$ cat config.mk
export PLATFORM = sky130hd
export DESIGN_NAME = early_rx_irq
export DESIGN_NICKNAME = d
export VERILOG_FILES = /design/src/rtl/erx_pkg.sv /design/src/rtl/erx_cfg_regs.sv /design/src/rtl/erx_thr_select.sv /design/src/rtl/erx_frame_fsm.sv /design/src/rtl/early_rx_irq.sv
export SDC_FILE = /design/constraint.sdc
export NUM_CORES = 1
export LEC_CHECK = 0
export BUFFER_PORTS_ARGS = -buffer_cell sky130_fd_sc_hd__buf_2
export CORE_MARGIN = 2
export CORE_UTILIZATION = 44
export CTS_CLUSTER_SIZE = 8
export DETAILED_ROUTE_END_ITERATION = 8
export PLACE_DENSITY = 0.65
export SYNTH_ARGS = -nofsm -noshare
export SYNTH_HDL_FRONTEND = slang
export SYNTH_HIERARCHICAL = 1
export SYNTH_SLANG_ARGS = --single-unit
$ cat constraint.sdc
create_clock -name clk -period 4.65 [get_ports clk]
set_input_delay 0.2325 -clock clk [delete_from_list [all_inputs] [get_ports clk]]
set_output_delay 0.2325 -clock clk [all_outputs]
set_load 0.01 [all_outputs]
$ cat src/rtl/erx_pkg.sv
package erx_pkg;
    typedef enum logic [1:0] {
        S_IDLE  = 2'd0,
        S_ARMED = 2'd1,
        S_SPENT = 2'd2
    } erx_state_e;

    localparam logic [1:0] SEL_THR  = 2'd0;
    localparam logic [1:0] SEL_CTRL = 2'd1;
    localparam logic [1:0] SEL_STAT = 2'd2;
endpackage

$ cat src/rtl/erx_cfg_regs.sv
module erx_cfg_regs
    import erx_pkg::*;
#(
    parameter int REG_W   = 16,
    parameter int THR_W   = 12,
    parameter int CRS_W   = 4,
    parameter int CRS_LSB = 4
) (
    input  logic             clk,
    input  logic             rst_n,
    input  logic             wr_en,
    input  logic [1:0]       wr_sel,
    input  logic [REG_W-1:0] wr_data,
    input  logic [1:0]       rd_sel,
    input  logic             status,
    output logic [REG_W-1:0] rd_data,
    output logic [THR_W-1:0] thr_byte,
    output logic             mode_all,
    output logic [CRS_W-1:0] crs_field,
    output logic             stat_clr
);
    logic [THR_W-1:2] thr_q;

    always_ff @(posedge clk) begin
        if (!rst_n) begin
            thr_q     <= '0;
            mode_all  <= 1'b0;
            crs_field <= '0;
        end else if (wr_en) begin
            if (wr_sel == SEL_THR)  thr_q <= wr_data[THR_W-1:2];
            if (wr_sel == SEL_CTRL) begin
                mode_all  <= wr_data[0];
                crs_field <= wr_data[CRS_LSB +: CRS_W];
            end
        end
    end

    assign thr_byte = {thr_q, 2'b00};
    assign stat_clr = wr_en && (wr_sel == SEL_STAT) && wr_data[0];

    always_comb begin
        rd_data = '0;
        unique case (rd_sel)
            SEL_THR:  rd_data[THR_W-1:0] = thr_byte;
            SEL_CTRL: begin
                rd_data[0]                  = mode_all;
                rd_data[CRS_LSB +: CRS_W]   = crs_field;
            end
            SEL_STAT: rd_data[0] = status;
            default:  rd_data = '0;
        endcase
    end
endmodule

$ cat src/rtl/erx_thr_select.sv
module erx_thr_select #(
    parameter int THR_W     = 12,
    parameter int CRS_W     = 4,
    parameter int CRS_SHIFT = 6,
    parameter int ACT_W     = 12
) (
    input  logic [THR_W-1:0] thr_byte,
    input  logic [CRS_W-1:0] crs_field,
    input  logic             mode_all,
    input  logic             proto_known,
    output logic [ACT_W-1:0] active_thr
);
    logic [ACT_W-1:0] fine_ext;
    logic [ACT_W-1:0] coarse_ext;

    always_comb begin
        fine_ext   = ACT_W'(thr_byte);
        coarse_ext = ACT_W'(crs_field) << CRS_SHIFT;
        active_thr = (mode_all || !proto_known) ? fine_ext : coarse_ext;
    end
endmodule

$ cat src/rtl/erx_frame_fsm.sv
module erx_frame_fsm
    import erx_pkg::*;
#(
    parameter int ACT_W  = 12,
    parameter int XFER_W = 8
) (
    input  logic              clk,
    input  logic              rst_n,
    input  logic              sof,
    input  logic              eof,
    input  logic              xfer_valid,
    input  logic [XFER_W-1:0] xfer_bytes,
    input  logic [ACT_W-1:0]  active_thr,
    output logic              fire,
    output logic              pulse,
    output erx_state_e        state
);
    localparam int CNT_W = ACT_W + 1;
    localparam int SUM_W = CNT_W + 1;
    localparam logic [CNT_W-1:0] CNT_MAX = '1;

    erx_state_e       nxt;
    logic [CNT_W-1:0] cnt_q;
    logic [ACT_W-1:0] lim_q;
    logic             live;
    logic [CNT_W-1:0] base;
    logic [CNT_W-1:0] total;
    logic [ACT_W-1:0] lim_use;
    logic [SUM_W-1:0] sum;
    logic [SUM_W-1:0] add;
    erx_state_e       start_to;

    always_comb begin
        live    = sof || (state == S_ARMED);
        base    = sof ? '0 : cnt_q;
        lim_use = sof ? active_thr : lim_q;
        add     = xfer_valid ? SUM_W'(xfer_bytes) : '0;
        sum     = SUM_W'(base) + add;
        total   = (sum > SUM_W'(CNT_MAX)) ? CNT_MAX : sum[CNT_W-1:0];
        fire    = live && (lim_use != '0) && (total >= CNT_W'(lim_use));
    end

    always_comb begin
        start_to = (fire || active_thr == '0) ? S_SPENT : S_ARMED;
        nxt      = state;
        unique case (state)
            S_IDLE:  if (sof) nxt = start_to;
            S_ARMED: begin
                if (sof)       nxt = start_to;
                else if (fire) nxt = S_SPENT;
            end
            S_SPENT: if (sof) nxt = start_to;
            default: nxt = S_IDLE;
        endcase
        if (eof) nxt = S_IDLE;
    end

    always_ff @(posedge clk) begin
        if (!rst_n) state <= S_IDLE;
        else        state <= nxt;
    end

    always_ff @(posedge clk) begin
        if (!rst_n) begin
            pulse <= 1'b0;
            cnt_q <= '0;
            lim_q <= '0;
        end else begin
            pulse <= fire;
            if (live) cnt_q <= total;
            if (sof)  lim_q <= active_thr;
        end
    end
endmodule

$ cat src/rtl/early_rx_irq.sv
module early_rx_irq
    import erx_pkg::*;
#(
    parameter int REG_W     = 16,
    parameter int THR_W     = 12,
    parameter int CRS_W     = 4,
    parameter int CRS_LSB   = 4,
    parameter int CRS_SHIFT = 6,
    parameter int XFER_W    = 8
) (
    input  logic              clk,
    input  logic              rst_n,
    input  logic              cfg_wr_en,
    input  logic [1:0]        cfg_wr_sel,
    input  logic [REG_W-1:0]  cfg_wr_data,
    input  logic [1:0]        cfg_rd_sel,
    output logic [REG_W-1:0]  cfg_rd_data,
    input  logic              rx_sof,
    input  logic              rx_proto_known,
    input  logic              rx_xfer_valid,
    input  logic [XFER_W-1:0] rx_xfer_bytes,
    input  logic              rx_eof,
    output logic              irq_pulse,
    output logic              irq_status
);
    localparam int CRS_SPAN = CRS_W + CRS_SHIFT;
    localparam int ACT_W    = (THR_W > CRS_SPAN) ? THR_W : CRS_SPAN;

    logic [THR_W-1:0] thr_byte;
    logic             mode_all;
    logic [CRS_W-1:0] crs_field;
    logic             stat_clr;
    logic [ACT_W-1:0] active_thr;
    logic             fire;
    erx_state_e       state;

    erx_cfg_regs #(
        .REG_W(REG_W), .THR_W(THR_W), .CRS_W(CRS_W), .CRS_LSB(CRS_LSB)
    ) u_regs (
        .clk(clk), .rst_n(rst_n), .wr_en(cfg_wr_en), .wr_sel(cfg_wr_sel),
        .wr_data(cfg_wr_data), .rd_sel(cfg_rd_sel), .status(irq_status),
        .rd_data(cfg_rd_data), .thr_byte(thr_byte), .mode_all(mode_all),
        .crs_field(crs_field), .stat_clr(stat_clr)
    );

    erx_thr_select #(
        .THR_W(THR_W), .CRS_W(CRS_W), .CRS_SHIFT(CRS_SHIFT), .ACT_W(ACT_W)
    ) u_sel (
        .thr_byte(thr_byte), .crs_field(crs_field), .mode_all(mode_all),
        .proto_known(rx_proto_known), .active_thr(active_thr)
    );

    erx_frame_fsm #(
        .ACT_W(ACT_W), .XFER_W(XFER_W)
    ) u_fsm (
        .clk(clk), .rst_n(rst_n), .sof(rx_sof), .eof(rx_eof),
        .xfer_valid(rx_xfer_valid), .xfer_bytes(rx_xfer_bytes),
        .active_thr(active_thr), .fire(fire), .pulse(irq_pulse), .state(state)
    );

    always_ff @(posedge clk) begin
        if (!rst_n)        irq_status <= 1'b0;
        else if (fire)     irq_status <= 1'b1;
        else if (stat_clr) irq_status <= 1'b0;
    end
endmodule

# After elaboration in Yosys (flattened, before gate mapping)

Index checks and enable logic that the tools add are counted.

Output and inout port bits: 18
Bits in registers: 44
Word-level logic and storage cells: 55
Input port bits: 35

$add $sub $neg: 1
Order comparisons: 2
Multiplexer cells: 16
Equal/unequal tests: 8
Reduce and logical (&&, ||, !) cells: 19
Bitwise operators: 1

Operator list:

| operator             | count |
|---|---|
| $mux 13              | 2 |
| $mux 12              | 2 |
| $add 13x14->14       | 1 |
| $gt 14x13->1 const B | 1 |
| $ge 13x12->1         | 1 |
| $logic_not 12->1     | 1 |
| $reduce_bool 12->1   | 1 |
| $mux 2               | 4 |
| $mux 8               | 1 |
| $pmux 4 s2           | 1 |
| $eq 2x1->1 const B   | 3 |
| $eq 2x2->1 const B   | 3 |
| $logic_not 2->1      | 3 |
| $reduce_and 2->1     | 3 |
| $logic_and 1x1->1    | 4 |
| $mux 4               | 1 |
| $pmux 2 s2           | 1 |
| $reduce_or 2->1      | 2 |
| $logic_or 1x1->1     | 3 |
| $mux 3               | 1 |
| $ne 3x2->1 const B   | 1 |
| $mux 1               | 2 |
| $ne 2x1->1 const B   | 1 |
| $pmux 1 s2           | 1 |
| 3 further kinds      | 3 |

# Longest topological paths before layout

Gate-level depths: netlist (run 1).

Word-level depth: 11
Gate-level depth with buffers: 19
Gate-level depth less buffers: 17

# By module

The synthesis (run 1) kept the hierarchy.

Modules (own cells, without submodules):

| module         | seq. area each (µm²) | area an instance (µm²) | times used | cells an instance |
|---|---|---|---|---|
| erx_frame_fsm  | 560.5                | 2097.0                 | 1          | 256 |
| erx_cfg_regs   | 300.3                | 802.0                  | 1          | 89 |
| erx_thr_select | 0.0                  | 137.6                  | 1          | 14 |
| early_rx_irq   | 20.0                 | 41.3                   | 1          | 3 |

# Worst setup path before layout (run 1)

Ideal clock, no wire load.

Kind: input port to flip-flop
Start: input port rx_sof
End: register irq_status
Arrival: 3.986 ns
Setup time: 0.115 ns
Setup slack: 0.550 ns
Stages on the path: 19
Path buffers: 2
Data required time: 4.535 ns
Path through: buf_1 > clkbuf_1 > nor2b_1 > ha_1 > fa_1 > nand3_1 > a211oi_1 > o21a_1 > or2_2 > xor2_1 > nand2_1 > ha_1 > or4_1 > a221oi_2 > o21a_1 > o31ai_1 > a32oi_2 > a21oi_1 > o21a_1

Cells in the longest elaborated chain, start to end: 7
Elaborated cells on any way between the ends: 12
Classes of those cells: add/sub: 1; order compare: 2; mux: 4; reduce/logical: 5

RTL lines:

| what                                               | line                | text |
|---|---|---|
| from (decl)                                        | early_rx_irq.sv:18  | `input logic rx_sof,` |
| $mux 13 (*)                                        | erx_frame_fsm.sv:35 | `base = sof ? '0 : cnt_q;` |
| $add 13x14->14 (*)                                 | erx_frame_fsm.sv:38 | `sum = SUM_W'(base) + add;` |
| $gt 14x13->1                                       | erx_frame_fsm.sv:39 | `total = (sum > SUM_W'(CNT_MAX)) ? CNT_MAX : sum[CNT_W-1:0];` |
| $mux 13 (*)                                        | erx_frame_fsm.sv:39 |  |
| named net u_fsm.total[8]                           | erx_frame_fsm.sv:27 | `logic [CNT_W-1:0] total;` |
| $ge 13x12->1 (*)                                   | erx_frame_fsm.sv:40 | `fire = live && (lim_use != '0) && (total >= CNT_W'(lim_use));` |
| $logic_and 1x1->1 (*)                              | erx_frame_fsm.sv:40 |  |
| named net fire                                     | early_rx_irq.sv:34  | `logic fire;` |
| $mux 1 / $reduce_bool 2->1 (equally long branches) | n/a                 |  |
| to (signal assigned)                               | early_rx_irq.sv:62  | `if (!rst_n) irq_status <= 1'b0;` |
| to (signal assigned)                               | early_rx_irq.sv:63  | `else if (fire) irq_status <= 1'b1;` |
| to (signal assigned)                               | early_rx_irq.sv:64  | `else if (stat_clr) irq_status <= 1'b0;` |
| to (decl)                                          | early_rx_irq.sv:24  | `output logic irq_status` |

Mark *: on every way through the listed nets, which the timed path passes. The rest lies on a longest branch.
A chain may end at the register's enable or synchronous reset.

# Final worst setup path (run 1)

Start: register u_fsm.cnt_q[1]
End: register irq_status

Cells in the longest elaborated chain, start to end: 7
Elaborated cells on any way between the ends: 8
Classes of those cells: add/sub: 1; order compare: 2; mux: 3; reduce/logical: 2

RTL lines:

| what                                               | line                | text |
|---|---|---|
| from (decl)                                        | erx_frame_fsm.sv:23 | `logic [CNT_W-1:0] cnt_q;` |
| from (signal assigned)                             | erx_frame_fsm.sv:70 | `if (live) cnt_q <= total;` |
| $mux 13 (*)                                        | erx_frame_fsm.sv:35 |  |
| $add 13x14->14 (*)                                 | erx_frame_fsm.sv:38 |  |
| $gt 14x13->1                                       | erx_frame_fsm.sv:39 |  |
| $mux 13 (*)                                        | erx_frame_fsm.sv:39 |  |
| named net u_fsm.total[8]                           | erx_frame_fsm.sv:27 |  |
| $ge 13x12->1 (*)                                   | erx_frame_fsm.sv:40 |  |
| $logic_and 1x1->1 (*)                              | erx_frame_fsm.sv:40 |  |
| named net fire                                     | early_rx_irq.sv:34  |  |
| $mux 1 / $reduce_bool 2->1 (equally long branches) | n/a                 |  |

Marked as above.

==> results of run 1 <==
==> logic make-up (layout without fill, tap and decap cells) <==
family | count (synthesis) | in the layout | synth area share (%)
DFF | 44 | 44 | 28.6
xor gates and xnor gates | 8 | 8 | 2.28
AOI/OAI and AO/OA | 67 | 67 | 15.9
other | 1 | 7 | 0.122
muxes | 32 | 32 | 10.9
buffers and inverters | 29 | 59 | 5.49
adders and majority gates | 24 | 24 | 10.0
and+or+nand+nor | 157 | 157 | 26.8
==> through the flow <==
stage / setup WS (ns) / total power, µW / instance area (µm²) / hold WS, ns
floorplan: 0.550 / 562 / 3100 / 0.346
global placement: 0.620 / 602 / 3300 / 0.452
finish: 0.769 / 850 / 3400 / 0.175
global route: 0.379 / 907 / 3400 / 0.176
CTS: 0.730 / 863 / 3400 / 0.164
detailed placement: 0.613 / 606 / 3300 / 0.463
==> cell type report <==
cell class / count / share of cell area, %
clock inverters: 2 / 0.442
multi-input cells: 295 / 60.3
flip-flops and latches: 44 / 25.9
inverters: 7 / 0.773
repair buffers: 44 / 6.62
clock buffers: 6 / 2.43
well taps: 96 / 3.53
==> synthesized netlist by cell type (3+ instances only) <==
library cell / count
nand2_1: 50
dfxtp_1: 44
nor2_1: 35
mux2i_1: 27
ha_1: 23
a21oi_1: 17
and2_1: 16
nor2b_1: 10
and2_2: 8
buf_4: 8
nor3_1: 7
o21ai_0: 7
a211oi_1: 6
buf_2: 6
xnor2_1: 6
and3_1: 5
inv_1: 5
a22o_1: 4
clkbuf_1: 4
nand2b_1: 4
nor4_1: 4
o211ai_1: 4
a21o_1: 3
a311oi_1: 3
buf_6: 3
mux2_2: 3
nand3_1: 3
o21a_1: 3
==> worst reg2reg max path: stages (launching register included) <==
cell	delay, ns
dfxtp_1	0.33
nor2b_1	0.22
ha_1	0.28
a211oi_1	0.24
o21bai_1	0.19
a21oi_2	0.37
or2_1	0.24
buf_4	0.20
nand2_1	0.07
ha_1	0.19
or4_1	0.55
a221oi_2	0.18
o21a_1	0.18
o31ai_1	0.10
a32oi_2	0.21
a21oi_1	0.06
o21a_1	0.18
==> metal layers <==
metal	GRT usage (%)	vias to the layer above	part of all wire (%)
met5	0	-	0
met4	3.78	0	0.86
met3	2.83	6	4.1
met2	28.9	62	46
met1	26.0	1159	49
li1	-	1342	-
==> flip-flops by register name, summed over array words and instances, names as in the netlist <==
register	cells
u_fsm/pulse	1
u_regs/crs_field	4
irq_status	1
u_regs/thr_q	10
u_fsm/state	2
u_regs/mode_all	1
u_fsm/lim_q	12
u_fsm/cnt_q	13
==> power groups by stage <==
stage / Sequential, µW / Clock [µW] / Combinational (µW)
after floorplan: 410 / 0 / 152
after global placement: 412 / 0 / 190
after detailed placement: 412 / 0 / 193
after CTS: 404 / 265 / 194
after global routing: 406 / 280 / 220
final: 403 / 254 / 193
==> worst paths after layout <==
kind	startpoint	slack, ns	to	depth (start not counted)
hold reg to reg	u_regs/thr_q[11]$_SDFFE_PN0P_	0.47	u_regs/thr_q[11]$_SDFFE_PN0P_	2
setup / recovery	u_fsm/cnt_q[1]$_SDFFE_PN0P_	0.77	irq_status$_SDFFE_PN0P_	16
hold / removal	cfg_wr_data[3]	0.18	u_regs/thr_q[3]$_SDFFE_PN0P_	3
setup reg to reg	u_fsm/cnt_q[1]$_SDFFE_PN0P_	0.77	irq_status$_SDFFE_PN0P_	16
==> impl_metrics.ini, run 1 <==
[yosys]
ys_seq_elements = 44
async_flop_share_pct = 0
ys_seq_area_share_pct = 28.6
synth.top_cell.area_share_pct = 28.6
avgSynthCellArea_um2 = 8.50
ys.flop_type = dfxtp_1
yosysWarnings = 6
synthTopCellsByArea = dfxtp_1, ha_1, mux2i_1
syn-cell-area_um2 = 3080
synth.distinct_cells = 65
synth-edff-count = 0
yosysTopAreaCell = dfxtp_1
synthCells = 362

[cts]
cts_num_sinks = 44
cts_buffers = 5
htreeDepth = 2
cts_setup_buffers = 0
cts_resized = 0
clk_pin_slew_ns = 0.09
cts-root-buf = clkbuf_8
clk-insertion-delay-late_ns = 0.29
ctsHoldBuffers = 0
cts_tree = built
clockBufferDepth = 2

[finish]
final-seq-area_um2 = 881
syn_to_final_growth_pct = 10.5
nNetsFinal = 456
n_fill_cell = 672
utilization_pct = 50.1
final_cell_mix = nand2_1, dfxtp_1, buf_2, nor2_1, mux2i_1
antennaDiodeCount = 0
drive_gt1_share_pct = 19.8
layout_commonest_cell = nand2_1
fin_cells = 494
multiInputGateArea_um2 = 2050

[route]
drt_iter0_markers = 106
vias_per_cell = 5.20
drtPass1Iterations = 4
ant_nets = 0
vias = 2569
wl_per_cell_um = 13.3
route.detailed.drc = 0
routed_wl_um = 6590

[die]
die_w_um = 87.6
placement_rows = 30
initial_core_util_pct = 45.3
die-height_um = 87.6
num_io_pins = 53
fp.coreArea_um2 = 6790
die-area_um2 = 7680

[power]
netSwitchingPower_uw = 248
power.leakage_uw = 0.00156
p_per_area_nw_per_um2 = 250
p_clk_share_pct = 29.8
p_seq_share_pct = 47.4
peakVddDrop_v = 0.000148
cell_internal_pwr_uw = 601
switching_share_pct = 29.2
combPwrFrac_pct = 22.7

[sta]
fmax_mhz = 258
setup_violations = 0
slew_headroom_pct = 32.3
worst_pin_slew_ns = 1.01
fin_tns_setup_ns = 0
drv_slew = 0
finalHoldViolations = 0
fin_crit_ns = 3.88
min_period_over_period_pct = 83.5
finalClockSkew_ns = 0.00688
rsz0062_at_grt = no

[setup_path]
slowest_stage = or4_1
crit_type = register to register
crit_fanout = 12
endpoint_kind = register
worstPathCellList = nor2b_1 -> ha_1 -> a211oi_1 -> o21bai_1 -> a21oi_2 -> or2_1 -> buf_4 -> nand2_1 -> ha_1 -> or4_1 -> a221oi_2 -> o21a_1 -> o31ai_1 -> a32oi_2 -> a21oi_1 -> o21a_1
crit_buf_inv = 1
worstPathRequired_ns = 4.85
max_stage_delay_ns = 0.55
cp_top_family = compound AO/OA/AOI/OAI gates
start_kind = register
arrival_ns = 4.08

[placed_design]
dp.cells = 486
gp_congestion = 0.855
io_buffers = 42
hpwl_um = 5090

[global_route]
grt_pass1_vias = 2367
grt_max_degree = 36
grtUsageTotal_pct = 18.2
antenna_found_initial = 0
grt_pass1_wl_um = 11200
overflow = 0

[min_path]
hold_path.class = input port to register

[status]
status = completed

[flow_run]
cap_violations = 0
Power figures use the tool's default switching activity.
==> run 2: changes to the inputs <==
- clock period: 4.65 -> 3.85 ns (I/O delays scaled with it)
==> run 2 against run 1 <==
Die area did not move. Setup slack worse by 0.61 ns. Critical path depth is 1 higher. Clock skew rose by 0.0024 ns. First-iteration DRC count shrank 23%. Hold slack worse by 0.035 ns. Non-clock buffer count grew 14. Routed wire length up 3.7%. Largest power group unchanged. Combinational power grew 28%. Via count is 3.7% higher.
==> impl_metrics.ini, run 2 (synthesis results as in run 1) <==
[cts]
clk-insertion-delay-late_ns = 0.30
clk_pin_slew_ns = 0.09
clockBufferDepth = 2
cts_tree = built
htreeDepth = 2
cts-root-buf = clkbuf_8
cts_buffers = 5
cts_num_sinks = 44

[route]
vias_per_cell = 5.24
wl_met3_um = 249
routed_wl_um = 6830
wl_per_cell_um = 13.5
routed-wl-met2_um = 3280
drt_iter0_markers = 82
dr.max_layer_used = met4
drtPass1Iterations = 4
route.detailed.drc = 0
vias = 2663
ant_nets = 0
m1WireLength_um = 3230

[power]
power.leakage_uw = 0.00165
power_uw = 1030
p_per_area_nw_per_um2 = 291
peakVddDrop_v = 0.000175

[die]
initial_core_util_pct = 45.3
num_io_pins = 53
fp.coreArea_um2 = 6790
die_w_um = 87.6
die-height_um = 87.6
placement_rows = 30
die-area_um2 = 7680

[setup_path]
max_stage_delay_ns = 0.55
arrival_ns = 3.93
worstPathCellList = nor2b_1 -> ha_2 -> fa_2 -> nand3_2 -> a211oi_2 -> o21a_1 -> or2_2 -> xor2_1 -> nand2_1 -> ha_1 -> or4_1 -> a221oi_2 -> o21a_1 -> o31ai_1 -> a32oi_2 -> buf_4 -> o2111a_1
worstPathRequired_ns = 4.10
crit_type = register to register
start_kind = register
crit_fanout = 3
slowest_stage = or4_1
endpoint_kind = register
cpMostUsedCell = o21a_1

[sta]
finalHoldViolations = 0
fin_crit_ns = 3.69
fmax_mhz = 271
setup_violations = 0
slew_headroom_pct = 32.4
drv_slew = 0
rsz0062_at_grt = no
fin_tns_setup_ns = 0
finalClockSkew_ns = 0.00926
worst_pin_slew_ns = 1.01
min_period_over_period_pct = 95.8
hold_slack_ns = 0.140

[global_route]
grt_max_degree = 36
grt_pass1_wl_um = 11300
overflow = 0
grtUsageTotal_pct = 18.3
antenna_found_initial = 0
grt_pass1_vias = 2458

[finish]
top_regs = u_fsm/cnt_q: 13 flops, u_fsm/lim_q: 12 flops, u_regs/thr_q: 10 flops
regMostFlops = u_fsm/cnt_q
layout_commonest_cell = nand2_1
largest_reg_flops = 13
antennaDiodeCount = 0
syn_to_final_growth_pct = 15.2
drive_gt1_share_pct = 24.8
final_cell_mix = nand2_1, dfxtp_1, buf_2, nor2_1, mux2i_1
final_area_um2 = 3540
nNetsFinal = 470
utilization_pct = 52.2

[status]
status = completed

[min_path]
hold_path.class = input port to register

[placed_design]
gp_congestion = 0.890
io_buffers = 42
dpl-instance-area_um2 = 3380
hpwl_um = 5180

[flow_run]
cap_violations = 0
-- run 2: cell count changes in the layout (fill, tap and decap cells not counted), sizes merged --
cell and change:
buf +14, clkinv +2, clkinvlp -2
-- run 2: area by class of cell --
class / count / area (µm²)
inverter: 7 / 26.3
tap: 96 / 120
fill: 643 / 3250
sequential: 44 / 881
clock buffer: 6 / 82.6
clock inverter: 2 / 10.0
multi-input combinational: 295 / 2090
timing repair buffer: 58 / 330
-- run 2: critical path, delay by kind of cell, from the launching register on --
kind,cells,cell delay (ns)
AOI/OAI and AO/OA,7,1.16
buffers and inverters,1,0.14
DFF,1,0.31
xor gates and xnor gates,1,0.15
and+or+nand+nor,5,1.15
adders and majority gates,3,0.74
-- run 2: stage by stage --
step           instances  setup WS, ns
2_1_floorplan        368        0.0532
3_3_place_gp         496        0.0546
3_5_place_dp         496        0.0147
4_1_cts              504        0.0497
5_1_grt              508     0.0000289
6_report             508         0.161
-- run 2: path summary, 6_finish.rpt --
| check | slack (ns) | start | cells after the start | endpoint |
|---|---|---|---|---|
| setup / recovery | 0.16 | u_fsm/cnt_q[0]$_SDFFE_PN0P_ | 17 | u_fsm/state[0]$_SDFFE_PP0P_ |
| hold reg to reg | 0.47 | u_regs/thr_q[11]$_SDFFE_PN0P_ | 2 | u_regs/thr_q[11]$_SDFFE_PN0P_ |
| setup reg to reg | 0.16 | u_fsm/cnt_q[0]$_SDFFE_PN0P_ | 17 | u_fsm/state[0]$_SDFFE_PP0P_ |
| hold / removal | 0.14 | cfg_wr_data[2] | 3 | u_regs/thr_q[2]$_SDFFE_PN0P_ |
-- run 2: timing repair --
action / 4_1_cts / 5_1_grt
hold buffers: 0 / 0
endpoints found under the setup margin: 0 / 3
endpoints found under the hold margin: 0 / 0
gates resized for setup: 0 / 11
buffers inserted: 0 / 4
-- run 2: report_power, final --
group / switching, µW / leakage (µW) / internal [µW] / total (µW)
clock network: 154 / 0.0000510 / 143 / 297
registers: 12.2 / 0.000358 / 475 / 487
logic: 134 / 0.00124 / 115 / 248
total: 300 / 0.00165 / 733 / 1030
-- run 2: metal layers --
| layer | GRT usage, % | vias to the layer above |
|---|---|---|
| li1 | - | 1368 |
| met1 | 24.6 | 1220 |
| met2 | 30.8 | 67 |
| met3 | 2.92 | 8 |
| met4 | 4.48 | 0 |
| met5 | 0 | - |
